<file path="src/rtl/pg_pkg.sv">
package pg_pkg;
    typedef enum logic [1:0] {
        CH_LOW  = 2'd0,
        CH_GOOD = 2'd1,
        CH_DIP  = 2'd2
    } ch_state_t;
endpackage

</file>
<file path="src/rtl/pg_thresh.sv">
module pg_thresh #(
    parameter int CODE_W = 10,
    parameter int PCT    = 92
) (
    input  logic [CODE_W-1:0] meas,
    input  logic [CODE_W-1:0] tgt,
    output logic              at_or_above
);
    localparam int PROD_W = CODE_W + 8;

    logic [PROD_W-1:0] meas_scaled;
    logic [PROD_W-1:0] tgt_scaled;

    always_comb begin
        meas_scaled = PROD_W'(meas) * PROD_W'(100);
        tgt_scaled  = PROD_W'(tgt) * PROD_W'(PCT);
        at_or_above = (meas_scaled >= tgt_scaled);
    end
endmodule

</file>
<file path="src/rtl/pg_chan.sv">
module pg_chan
    import pg_pkg::*;
#(
    parameter int CODE_W    = 10,
    parameter int BLANK_CYC = 200,
    parameter int RISE_PCT  = 92,
    parameter int FALL_PCT  = 88
) (
    input  logic              clk,
    input  logic              rst_n,
    input  logic              en,
    input  logic [CODE_W-1:0] meas,
    input  logic [CODE_W-1:0] tgt,
    output logic              good
);
    localparam int CNT_W = $clog2(BLANK_CYC + 1);

    ch_state_t        st, st_nx;
    logic [CNT_W-1:0] cnt, cnt_nx;
    logic             above_rise;
    logic             above_fall;

    pg_thresh #(.CODE_W(CODE_W), .PCT(RISE_PCT)) u_rise (
        .meas(meas), .tgt(tgt), .at_or_above(above_rise)
    );

    pg_thresh #(.CODE_W(CODE_W), .PCT(FALL_PCT)) u_fall (
        .meas(meas), .tgt(tgt), .at_or_above(above_fall)
    );

    always_ff @(posedge clk or negedge rst_n) begin
        if (!rst_n) begin
            st  <= CH_LOW;
            cnt <= '0;
        end else begin
            st  <= st_nx;
            cnt <= cnt_nx;
        end
    end

    always_comb begin
        st_nx  = st;
        cnt_nx = '0;
        if (!en) begin
            st_nx = CH_LOW;
        end else begin
            unique case (st)
                CH_LOW: begin
                    if (above_rise) st_nx = CH_GOOD;
                end
                CH_GOOD: begin
                    if (!above_fall) begin
                        st_nx  = CH_DIP;
                        cnt_nx = CNT_W'(1);
                    end
                end
                CH_DIP: begin
                    if (above_fall) begin
                        st_nx = CH_GOOD;
                    end else if (cnt >= CNT_W'(BLANK_CYC - 1)) begin
                        st_nx = CH_LOW;
                    end else begin
                        st_nx  = CH_DIP;
                        cnt_nx = cnt + CNT_W'(1);
                    end
                end
                default: st_nx = CH_LOW;
            endcase
        end
    end

    always_comb begin
        good = (st == CH_GOOD) || (st == CH_DIP);
    end

    p_rise_r1: assert property (@(posedge clk) disable iff (!rst_n)
        (en && st == CH_LOW && above_rise) |=> good);

    p_stay_low_r2: assert property (@(posedge clk) disable iff (!rst_n)
        (en && st == CH_LOW && !above_rise) |=> !good);

    p_hold_r3: assert property (@(posedge clk) disable iff (!rst_n)
        (en && good && above_fall) |=> (st == CH_GOOD));

    p_blank_r4: assert property (@(posedge clk) disable iff (!rst_n)
        (en && st == CH_GOOD) |=> good);

    p_cnt_bound_r5: assert property (@(posedge clk) disable iff (!rst_n)
        (cnt < CNT_W'(BLANK_CYC)));

    p_disable_r7: assert property (@(posedge clk) disable iff (!rst_n)
        !en |=> (st == CH_LOW));
endmodule

</file>
<file path="src/rtl/pg_agg.sv">
module pg_agg #(
    parameter int NCH       = 3,
    parameter int CODE_W    = 10,
    parameter int BLANK_CYC = 200,
    parameter int RISE_PCT  = 92,
    parameter int FALL_PCT  = 88
) (
    input  logic                  clk,
    input  logic                  rst_n,
    input  logic [NCH-1:0]        ch_en,
    input  logic [NCH*CODE_W-1:0] meas_code,
    input  logic [NCH*CODE_W-1:0] tgt_code,
    output logic                  pg_drive_low
);
    logic [NCH-1:0] ch_good;
    logic           all_ok;

    for (genvar i = 0; i < NCH; i++) begin : g_ch
        pg_chan #(
            .CODE_W(CODE_W), .BLANK_CYC(BLANK_CYC),
            .RISE_PCT(RISE_PCT), .FALL_PCT(FALL_PCT)
        ) u_ch (
            .clk(clk),
            .rst_n(rst_n),
            .en(ch_en[i]),
            .meas(meas_code[i*CODE_W +: CODE_W]),
            .tgt(tgt_code[i*CODE_W +: CODE_W]),
            .good(ch_good[i])
        );
    end

    always_comb begin
        all_ok = 1'b1;
        for (int i = 0; i < NCH; i++) begin
            if (ch_en[i] && !ch_good[i]) all_ok = 1'b0;
        end
        pg_drive_low = !(all_ok && (|ch_en));
    end

    p_none_r8: assert property (@(posedge clk) disable iff (!rst_n)
        (ch_en == '0) |-> pg_drive_low);

    p_release_r6: assert property (@(posedge clk) disable iff (!rst_n)
        !pg_drive_low |-> ((ch_en & ~ch_good) == '0));

    p_reset_r9: assert property (@(posedge clk) disable iff (!rst_n)
        $rose(rst_n) |-> pg_drive_low);
endmodule

</file>
<file path="config.mk">
export PLATFORM = sky130hd
export DESIGN_NAME = pg_agg
export DESIGN_NICKNAME = d
export VERILOG_FILES = /design/src/rtl/pg_pkg.sv /design/src/rtl/pg_thresh.sv /design/src/rtl/pg_chan.sv /design/src/rtl/pg_agg.sv
export SDC_FILE = /design/constraint.sdc
export NUM_CORES = 1
export LEC_CHECK = 0
export BUFFER_PORTS_ARGS = -buffer_cell sky130_fd_sc_hd__buf_4
export CORE_MARGIN = 3
export CORE_UTILIZATION = 58
export CTS_CLUSTER_SIZE = 20
export DETAILED_ROUTE_END_ITERATION = 6
export GPL_ROUTABILITY_DRIVEN = 0
export PLACE_DENSITY = 0.8
export SLEW_MARGIN = 20
export SYNTH_ARGS = -nofsm -noshare
export SYNTH_HDL_FRONTEND = slang
export SYNTH_SLANG_ARGS = --single-unit
</file>
<file path="constraint.sdc">
create_clock -name clk -period 1.8 [get_ports clk]
set_input_delay 0.18 -clock clk [delete_from_list [all_inputs] [get_ports clk]]
set_output_delay 0.18 -clock clk [all_outputs]
set_load 0.05 [all_outputs]
</file>
Yosys cells after proc, flatten, opt, wreduce, memory -nomap -nowiden. Index checks and enable logic that the tools add are counted.

Bits in writable memories: 0. ROM bits: 0. Bits in latches: 0. Register bits: 30. Output and inout port bits: 1. Logic and storage cells: 93. Input bits: 65. Memories kept: 0.

Mux-type cells: 36. Reduce and logical (&&, ||, !) cells: 18. Order comparisons: 9. Eq/ne operators: 12. Bitwise logic cells: 0. Divide/modulo/power cells: 0. Add/subtract/negate cells: 3. Multiply operators: 9. Shift-type cells: 0.

Operators by type and width (number): 17-bit greater-or-equal comparator (6); 10-bit by 5-bit multiplier with 15-bit output (second input constant) (6); 8-bit two-way mux (9); 8-bit case mux with 2 select lines (3); 10-bit by 4-bit multiplier with 14-bit output (second input constant) (3); 2-bit two-way mux (15); 8-bit by 1-bit adder with 8-bit output (second input constant) (3); 8-bit greater-or-equal comparator (second input constant) (3); 2-bit case mux with 3 select lines (3); 3-bit by 2-bit != test with 1-bit output (second input constant) (3); 3-bit != test (second input constant) (3); 2-bit by 1-bit equality test with 1-bit output (second input constant) (3); 2-bit equality test (second input constant) (3); 2-bit zero test (3); 1-bit two-way mux (6); 2-bit AND reduction (3); 1-bit logical AND (4); 1-bit zero test (4); 1-bit logical OR (3); 3-bit OR reduction (1).

Depth between registers and ports, before layout. Gate-level depths: netlist of run 1.

Word-level depth: 9. Mapped depth: 23. Depth with buffers taken out: 23.

Cells and area by module. A second synthesis of run 1 with hierarchy kept.

Cell total of the unflattened synthesis: 1564. Area, all modules: 14277.4 sq um.

By module, submodules not included: pg_thresh (g_ch[0].u_ch.u_fall ...) (cells an instance 214, times used 3, area an instance 1918.1 sq um, seq. area each 0.0 sq um); pg_thresh (g_ch[0].u_ch.u_rise) (cells an instance 260, times used 1, area an instance 2341.0 sq um, seq. area each 0.0 sq um); pg_thresh (g_ch[2].u_ch.u_rise) (cells an instance 246, times used 1, area an instance 2235.9 sq um, seq. area each 0.0 sq um); pg_thresh (g_ch[1].u_ch.u_rise) (cells an instance 243, times used 1, area an instance 2233.4 sq um, seq. area each 0.0 sq um); pg_chan (cells an instance 56, times used 3, area an instance 560.5 sq um, seq. area each 250.2 sq um); pg_agg (cells an instance 5, times used 1, area an instance 31.3 sq um, seq. area each 0.0 sq um).

Worst setup path before layout of run 1. Ideal clock, no wire load.

Kind: input to register. From: in tgt_code[4]. To: reg g_ch[0].u_ch.st[1]. Cell stages on the path: 20. Data required time: 1.731 ns. Setup time: 0.069 ns. Setup slack: -2.662 ns. Buffers on the path: 0. Arrival: 4.393 ns. Path through: ha_1 -> fa_1 -> inv_1 -> fa_1 -> inv_1 -> ha_1 -> or2_2 -> a21oi_1 -> a21oi_1 -> a21o_1 -> a21o_1 -> a21o_1 -> a21oi_1 -> xor2_1 -> ha_1 -> and4_1 -> a31oi_1 -> a32o_2 -> a2111o_1 -> nand3_1.

Longest elaborated chain between the ends: 5. Elaborated cells between the ends (all ways): 10. Those cells by class: mul (2); order compare (2); eq/ne (2); mux (3); reduce/logical (1).

Ends and longest elaborated chain: from (decl) (line pg_agg.sv:12) `input logic [NCH*CODE_W-1:0] tgt_code,`; 10-bit by 4-bit multiplier with 14-bit output (line pg_thresh.sv:16) `tgt_scaled = PROD_W'(tgt) * PROD_W'(PCT);`; 17-bit greater-or-equal comparator (line pg_thresh.sv:17) `at_or_above = (meas_scaled >= tgt_scaled);`; 2-bit two-way mux (line pg_chan.sv:58) `if (above_fall) begin`; 2-bit case mux with 3 select lines (line pg_chan.sv:47) `unique case (st)`; 2-bit two-way mux (line pg_chan.sv:44) `if (!en) begin`; to (signal assigned) (line pg_chan.sv:36) `st <= st_nx;`; to (decl) (line pg_chan.sv:18) `ch_state_t st, st_nx;`.

Several ways; a longest one is shown, not always the timed one. A chain may end at the register's enable or synchronous reset.

Worst setup path in the final report of run 1.
From: in meas_code[4]. To: reg g_ch[0].u_ch.st[1].

Longest elaborated chain between the ends: 5. Elaborated cells between the ends (all ways): 9. Those cells by class: mul (1); order compare (2); eq/ne (2); mux (3); reduce/logical (1).

Ends and longest elaborated chain: from (decl) (line pg_agg.sv:11) `input logic [NCH*CODE_W-1:0] meas_code,`; 10-bit by 5-bit multiplier with 15-bit output (*) (line pg_thresh.sv:15) `meas_scaled = PROD_W'(meas) * PROD_W'(100);`; 17-bit greater-or-equal comparator (line pg_thresh.sv:17); 2-bit two-way mux (line pg_chan.sv:58); 2-bit case mux with 3 select lines (line pg_chan.sv:47); 2-bit two-way mux (line pg_chan.sv:44).

Mark *: on every way between the ends. The rest lies on a longest branch, timed or not.

==> results summary, run 1 <==
The largest individual stage delay along the critical path comes from the cell fa_1. Of the post-synthesis cell area, the dominant cell type holds 0.380. The overall routed net length is 31.9 mm. The number of synthesized register bits came out at 30. In the final design database the tool counted 1945 nets. Across all setup checks in the final design, the least slack found is -2.72 ns.

The total global routing overflow is 0. The worst register-to-register path ends at g_ch[0].u_ch.st[1]. In this run the tightest slew margin relative to its limit is 0.483. The post-route standard cell area excluding fillers came out at 0.0149 sq mm. The share of async-settable or async-resettable flops after synthesis is 1.00. The initial antenna violation count came out at 0. The number of cells on the worst reg-to-reg path is 7. The share of layout cells above drive strength 1 came out at 0.392. The die area came out at 0.0192 sq mm. Counting distinct cell types in the post-synthesis netlist gives 62. In this design, the largest share of critical-path delay is due to compound AO/OA/AOI/OAI gates. The total leakage power came out at 7.63 nW. The max-capacitance violation count came out at 0. The number of vias in the routed layout came out at 10047.

Of all cell types, the one taking the most synthesized area is ha_1. Yosys instantiated no cell more often than ha_1. In the global route stage, overall resource usage came out at 0.263. Setup repair after global routing could not meet its margin everywhere.

The worst setup path startpoint is meas_code[4]. The synthesis warning total came out at 0. The CTS sink count came out at 30.

The final critical delay including setup and external delays is 4.52 ns. The count of final max-slew check failures came out at 0. The number of buffers and inverters on the critical path came out at 2.

The number of design-rule violations left by the first detailed-router iteration came out at 560. The area added between synthesis and finish is 46.4%. The total of buffers placed on input and output ports came out at 65. Traced cell by cell, the critical path runs through buf_4 > ha_4 > ha_4 > fa_1 > ha_4 > inv_1 > o21bai_1 > a21oi_2 > o21bai_1 > a21oi_2 > o21bai_1 > a21oi_2 > xnor2_2 > ha_1 > a21o_1 > a21o_1 > a211oi_2 > nor2_1 > a32o_2 > a2111o_1 > nand3_2.

The synthesized netlist occupies a cell area of 0.0102 sq mm. The cell count after synthesis came out at 1120. The number of failing hold endpoints at the final stage is 0.

No sink is reached through more buffers than the 2 on the longest clock path. The number of search-and-repair iterations in the first detailed-routing pass is 7. The critical path capture point type is a register.

The count of flip-flops with a built-in enable after synthesis is 0. The most instantiated flip-flop cell in the synthesis netlist is dfrtp_1. Entering global routing, the biggest net connects 31 pins. The run finished, with violations left. The sequential share of the synthesized area is 0.0736. From left edge to right edge, the die measures 139 um.

Dividing the detail-routed via count by the number of cells gives 5.83. STA puts the critical path data required time at 2.02 ns. The critical path ends at g_ch[0].u_ch.st[1]. A synthesized cell averages 9.11 sq um. The latest clock arrival within the worst-skew pair is 0.28 ns.

The via count of the first global-routing pass is 10185. The remaining antenna violation count is 0. The die height came out at 139 um. At the pin with the least slew margin, the transition time is 0.756 ns. After detailed routing, the average wire length per cell comes to 18.5 um.

The worst setup path is launched from an input pin. The critical path in this run is classified as input pin to register. The number of rows created at floorplan came out at 47. The CTS tree is done. The count of H-tree levels built during CTS came out at 2. The post-route DRC violation count is 0. The number of cells on the critical path is 21. The final reports fail on negative setup slack. Ranked by total cell area, the synthesized netlist is headed by ha_1 (38%), fa_1 (14%), dfrtp_1 (7.4%), inv_1 (5.9%), xnor2_1 (4.5%). The number of diodes came out at 0. OpenSTA, run right after detailed placement, puts the worst setup slack at -2.83 ns. The largest voltage drop on the vdd net came out at 1080 uV. In the finished design, the share of the clock period the worst path needs comes to 2.51. The count of pins on the block boundary came out at 66.

The commonest cells after synthesis are ha_1 (310), inv_1 (161), nor2_1 (71), fa_1 (69), a21oi_1 (57). TritonCTS created 5 clock buffers. The detailed placement HPWL came out at 21.3 mm.

The largest fanout on the critical path came out at 3. The peak per-stage delay on the critical path is 0.51 ns. The global-route wire length before repair is 44.2 mm. The total setup violations reported at the end of the flow is 31.

For this design the ratio of total power to cell area is 1120 mW/mm^2. The data arrival time of the worst path is 4.74 ns. The root buffer cell chosen for the clock tree is clkbuf_16. Derived from the worst setup path, the maximum achievable clock frequency is 221 MHz. Synthesis produced a netlist with a net count of 1564.

Across all register-to-register paths, the minimum setup slack is -0.66 ns. The clock transition at the registers of the reported paths is 0.06 ns. The placement-stage cell area came out at 0.0137 sq mm. The area of the core is 0.0169 sq mm. The origin of the critical flop-to-flop path is g_ch[0].u_ch.cnt[0]. The clock tree skew after final layout came out at 0.00680 ns.

The min-delay analysis places its worst path in the category input pin to register. The initial utilization of the core area, before any placement, comes to 0.604.
-- tightest hold or removal path, stage by stage --
cell and delay (ns):
buf_4 0.14, o21ai_0 0.07, a21oi_1 0.07
-- final cells by class --
cell class                      count  area, sq um
Timing Repair Buffer              376         2940
Tap cell                          220          275
Inverter                          161          604
Clock buffer                        7          143
Clock inverter                      1         5.00
Multi-Input combinational cell    927        10200
Sequential cell                    30          751
Fill cell                         783         1940
-- sequential cells by signal (all words and copies together) (netlist names) --
register       flops
g_ch.u_ch.cnt     24
g_ch.u_ch.st       6
-- kinds of logic after synthesis --
group           Yosys count  synth area share
mux                       1           0.00110
simple gates            201            0.0986
xor+xnor                102            0.0876
buf+inv                 163            0.0601
flops                    30            0.0736
fa+ha+maj               382             0.519
compound gates          241             0.161
-- through the flow --
stage               utilization  total power, W  TNS [ns]  hold slack [ns]  cells
global placement          0.809          0.0125    -72.09            0.128   1677
detailed placement        0.809          0.0131    -77.48            0.129   1677
floorplan                     -         0.00884    -59.79           -0.116   1120
CTS                       0.838          0.0147    -65.84            0.223   1701
finish                    0.885          0.0167    -70.12            0.228   1722
global route              0.885          0.0180    -74.18            0.250   1722
-- placed cells by master (no fill, tap or decap), types with 7 or more instances in the layout --
cell type	count
buf_4	355
ha_1	243
inv_1	154
fa_1	62
ha_4	61
nor2_1	50
xor2_1	49
xnor2_1	46
a21o_1	34
a21oi_2	31
dfrtp_1	30
o21ai_0	25
a21oi_1	24
nand2_1	21
nand3_1	18
nand2b_1	18
o21a_1	17
nor2_2	16
nor2b_1	14
buf_6	14
o21bai_1	12
o21ai_2	11
nor3_1	10
a31oi_1	9
o211ai_1	8
o21ai_1	8
xnor2_2	7
and3_1	7
inv_2	7
fa_2	7
-- worst min path at each step --
stage | slack (ns) | endpoint | cells after the start | start
floorplan | -0.12 | g_ch[0].u_ch.cnt[0] | 0 | rst_n
global placement | 0.13 | g_ch[2].u_ch.cnt[2] | 1 | rst_n
detailed placement | 0.13 | g_ch[2].u_ch.cnt[3] | 1 | rst_n
CTS | 0.22 | g_ch[1].u_ch.st[0] | 3 | ch_en[1]
global route | 0.25 | g_ch[1].u_ch.st[1] | 3 | ch_en[1]
finish | 0.23 | g_ch[1].u_ch.st[1] | 3 | ch_en[1]
-- power breakdown --
| part | switching, W | internal [W] | total [W] |
|---|---|---|---|
| clock | 0.000302 | 0.000548 | 0.000849 |
| sequential | 0.0000590 | 0.000744 | 0.000803 |
| combinational | 0.00742 | 0.00767 | 0.0151 |
| total | 0.00778 | 0.00896 | 0.0167 |
-- repair_timing --
action	CTS	global route
setup buffers	17	23
endpoints found under the hold margin	30	0
hold buffers	1	0
setup endpoints to repair	31	31
pin swaps	31	105
resized for setup	42	117
-- layer usage --
layer	vias to the layer above	wire, um	track usage
met3	147	1180	0.0186
met4	0	1500	0.0499
met5	-	0	0
met1	4818	12300	0.320
li1	4705	-	-
met2	377	16900	0.512
Note: power is estimated with default switching activity, not from simulation.
==> run 2, diff against run 1 <==
--- a/config.mk
+++ b/config.mk
@@ -7,11 +7,12 @@
 export LEC_CHECK = 0
 export BUFFER_PORTS_ARGS = -buffer_cell sky130_fd_sc_hd__buf_4
 export CORE_MARGIN = 3
-export CORE_UTILIZATION = 58
+export CORE_UTILIZATION = 55
 export CTS_CLUSTER_SIZE = 20
 export DETAILED_ROUTE_END_ITERATION = 6
 export GPL_ROUTABILITY_DRIVEN = 0
-export PLACE_DENSITY = 0.8
+export MAX_ROUTING_LAYER = met4
+export PLACE_DENSITY = 0.76
 export SLEW_MARGIN = 20
 export SYNTH_ARGS = -nofsm -noshare
 export SYNTH_HDL_FRONTEND = slang
==> results summary, run 2 (same netlist as run 1, synthesis figures left out) <==
The post-route DRC violation count is 0 (unchanged). The ratio of final minimum period to clock period came out at 2.42 (-0.0945). The per-cell routed wire length came to 17.0 um (-8.4%). The number of diodes is 0 (unchanged). The total setup violations reported at the end of the flow is 31 (unchanged).

The largest fanout on the critical path is 4 (+1). The share of layout cells above drive strength 1 came out at 0.387 (-0.00530). The area of the core is 0.0181 sq mm (+7.2%). The remaining max-slew budget at the tightest pin is 0.554 (+0.0706). The total global routing overflow came out at 0 (unchanged). The pin count of the biggest net entering global routing came to 31 (unchanged).

The largest voltage drop on the vdd net came out at 656 uV (-39%). The measured slew at the worst slew-check pin is 0.652 ns (-0.103 ns). The max-capacitance violation count came out at 0 (unchanged). The final reports fail on negative setup slack. The number of failing hold endpoints at the final stage came out at 0 (unchanged). The leading cell type in the layout, fill and taps excluded is buf_4. The area added between synthesis and finish came out at 46.6%. The number of search-and-repair iterations in the first detailed-routing pass is 5 (-2). The power per cell area came out at 1110 mW/mm^2 (-1.2%). The number of vias in the routed layout was 9917 (-1.3%). The number of nets in the layout came out at 1963 (+0.93%). The total of fill cells in the finished design is 988 (+26%). The clock tree skew after final layout came out at 0.00783 ns (+0.00103 ns). The count of pins on the block boundary is 66 (unchanged). The via count of the first global-routing pass came out at 10363 (+1.7%). The register with the most flip-flops in the final layout is g_ch.u_ch.cnt. The worst setup path is of the input pin to register kind. The maximum root-to-sink buffer count is 2 (unchanged). The smallest hold slack is 0.272 ns (+0.0439 ns).

The die height came out at 142 um (+2.6%). The count of H-tree levels built during CTS is 2 (unchanged). The latest clock arrival within the worst-skew pair is 0.28 ns (about the same). The total of buffers placed on input and output ports came out at 65 (unchanged).

The flow ran to the end, but the final reports show violations. The flip-flop count of the largest register after layout came out at 24 (unchanged). The top cell types in the final layout, fill and taps aside, are buf_4 (377), ha_1 (243), inv_1 (154). The data required time of the critical path came out at 1.96 ns (-0.06 ns). The data arrival time of the worst path is 4.51 ns (-0.23 ns).

The register-to-register setup slack came out at -0.47 ns (+0.19 ns). TritonCTS built the clock tree. The remaining antenna violation count came out at 0 (unchanged).

The total leakage power is 7.64 nW (+0.17%). The global-route wire length before repair came out at 44.6 mm (+1.0%). The die area came out at 0.0202 sq mm (+5.2%). The highest clock rate came out at 230 MHz (+3.9%).

The utilization of the core after routing is 0.827 (-0.0580). The initial antenna violation count came out at 0 (unchanged). The number of design-rule violations left by the first detailed-router iteration is 369 (-34%). The initial cell density of the core came out at 0.564 (-0.0404). CTS placed an instance of clkbuf_16 at the clock tree root.

The CTS sink count is 30 (unchanged). The detailed placement HPWL is 21.1 mm (-0.70%). The CTS buffer count is 5 (unchanged). The via count normalized by instance count came out at 5.67 (-2.8%). The startpoint kind of the worst setup timing path is an input pin. The global-route usage over all layers came out at 0.271 (+0.00736). The footprint of the flip-flops and latches is 751 sq um (unchanged). The total area of multi-input combinational cells is 0.0101 sq mm (-0.94%). The number of rows created at floorplan came out at 49 (+4.3%). The final critical delay including setup and external delays is 4.35 ns (-0.170 ns). The least setup slack across all paths after layout is -2.55 ns (+0.170 ns). The count of final max-slew check failures is 0 (unchanged). The width of the chip came out at 142 um (+2.6%). The overall routed net length is 29.7 mm (-7.0%).

The largest registers in the layout are g_ch.u_ch.cnt (24), g_ch.u_ch.st (6). The worst setup path is captured at a register. The clock transition at the registers of the reported paths is 0.06 ns (about the same).

Setup repair after global routing could not meet its margin everywhere. The path type of the worst min-delay path is input pin to register.
==> run 2: cell count changes in the layout (fill, tap and decap cells not counted), moves of 4 or more <==
cell / previous run / this run
o21ai_2: 11 / 7
xnor2_2: 7 / 2
xnor2_1: 46 / 51
fa_1: 62 / 58
fa_2: 7 / 11
buf_4: 355 / 377
buf_6: 14 / 10
==> run 2: where the power goes <==
group          switching (W)  internal, W
sequential         0.0000467     0.000744
combinational        0.00723      0.00769
clock               0.000306     0.000548
total                0.00759      0.00899
==> run 2: worst max-delay path: stages <==
cell and delay, ns:
buf_4 0.13, ha_1 0.27, inv_1 0.05, fa_1 0.52
inv_2 0.07, ha_4 0.24, buf_4 0.14, a21oi_1 0.13
nor2b_1 0.09, nor3_1 0.22, xor2_1 0.21, ha_1 0.27
a211oi_1 0.44, nand2_1 0.17, o21ai_0 0.20, a31oi_1 0.17
o211ai_1 0.33, a21oi_2 0.13, a31oi_2 0.20, mux2_4 0.33
==> run 2: routing by layer <==
layer  share of wire  GRT usage  up-vias  wire, um
met1            0.39      0.301     4822     11700
met3           0.031     0.0208       97       906
met5               0          -        -         0
met4           0.034     0.0672        0      1020
li1                -          -     4743         -
met2            0.54      0.519      255     16100
==> run 2: layout make-up <==
| class | count | area share |
|---|---|---|
| inverters | 161 | 0.0404 |
| repair buffers | 394 | 0.203 |
| clock buffers | 7 | 0.00954 |
| well taps | 229 | 0.0192 |
| flip-flops and latches | 30 | 0.0502 |
| clock inverters | 1 | 0.000335 |
| multi-input cells | 927 | 0.677 |
==> run 2: stage by stage <==
stage,cell area [sq um],power (W),instances,setup TNS (ns),setup WS (ns)
floorplan,10800,0.00884,1120,-59.79,-2.31
global placement,13700,0.0127,1696,-72.10,-2.61
detailed placement,13700,0.0132,1696,-74.92,-2.68
CTS,14500,0.0149,1735,-62.08,-2.33
global route,15000,0.0180,1749,-73.83,-2.64
finish,15000,0.0166,1749,-69.90,-2.55
==> run 2: path summary, 6_finish.rpt <==
kind | startpoint | to | cells after the start
worst max-delay path | tgt_code[22] | g_ch[2].u_ch.st[1] | 20
worst min-delay path | ch_en[1] | g_ch[1].u_ch.st[1] | 3
worst max register to register | g_ch[1].u_ch.cnt[0] | g_ch[1].u_ch.st[1] | 7
worst min register to register | g_ch[0].u_ch.cnt[7] | g_ch[0].u_ch.cnt[7] | 2
max in group asynchronous | rst_n | g_ch[0].u_ch.st[0] | 2
min in group asynchronous | rst_n | g_ch[2].u_ch.cnt[7] | 2
==> run 2: timing repair <==
item,in CTS,in global routing
endpoints found under the hold margin,30,0
gates resized for setup,67,71
hold buffers,1,0
pin swaps,46,53
setup buffers,30,15
setup endpoints to repair,31,31
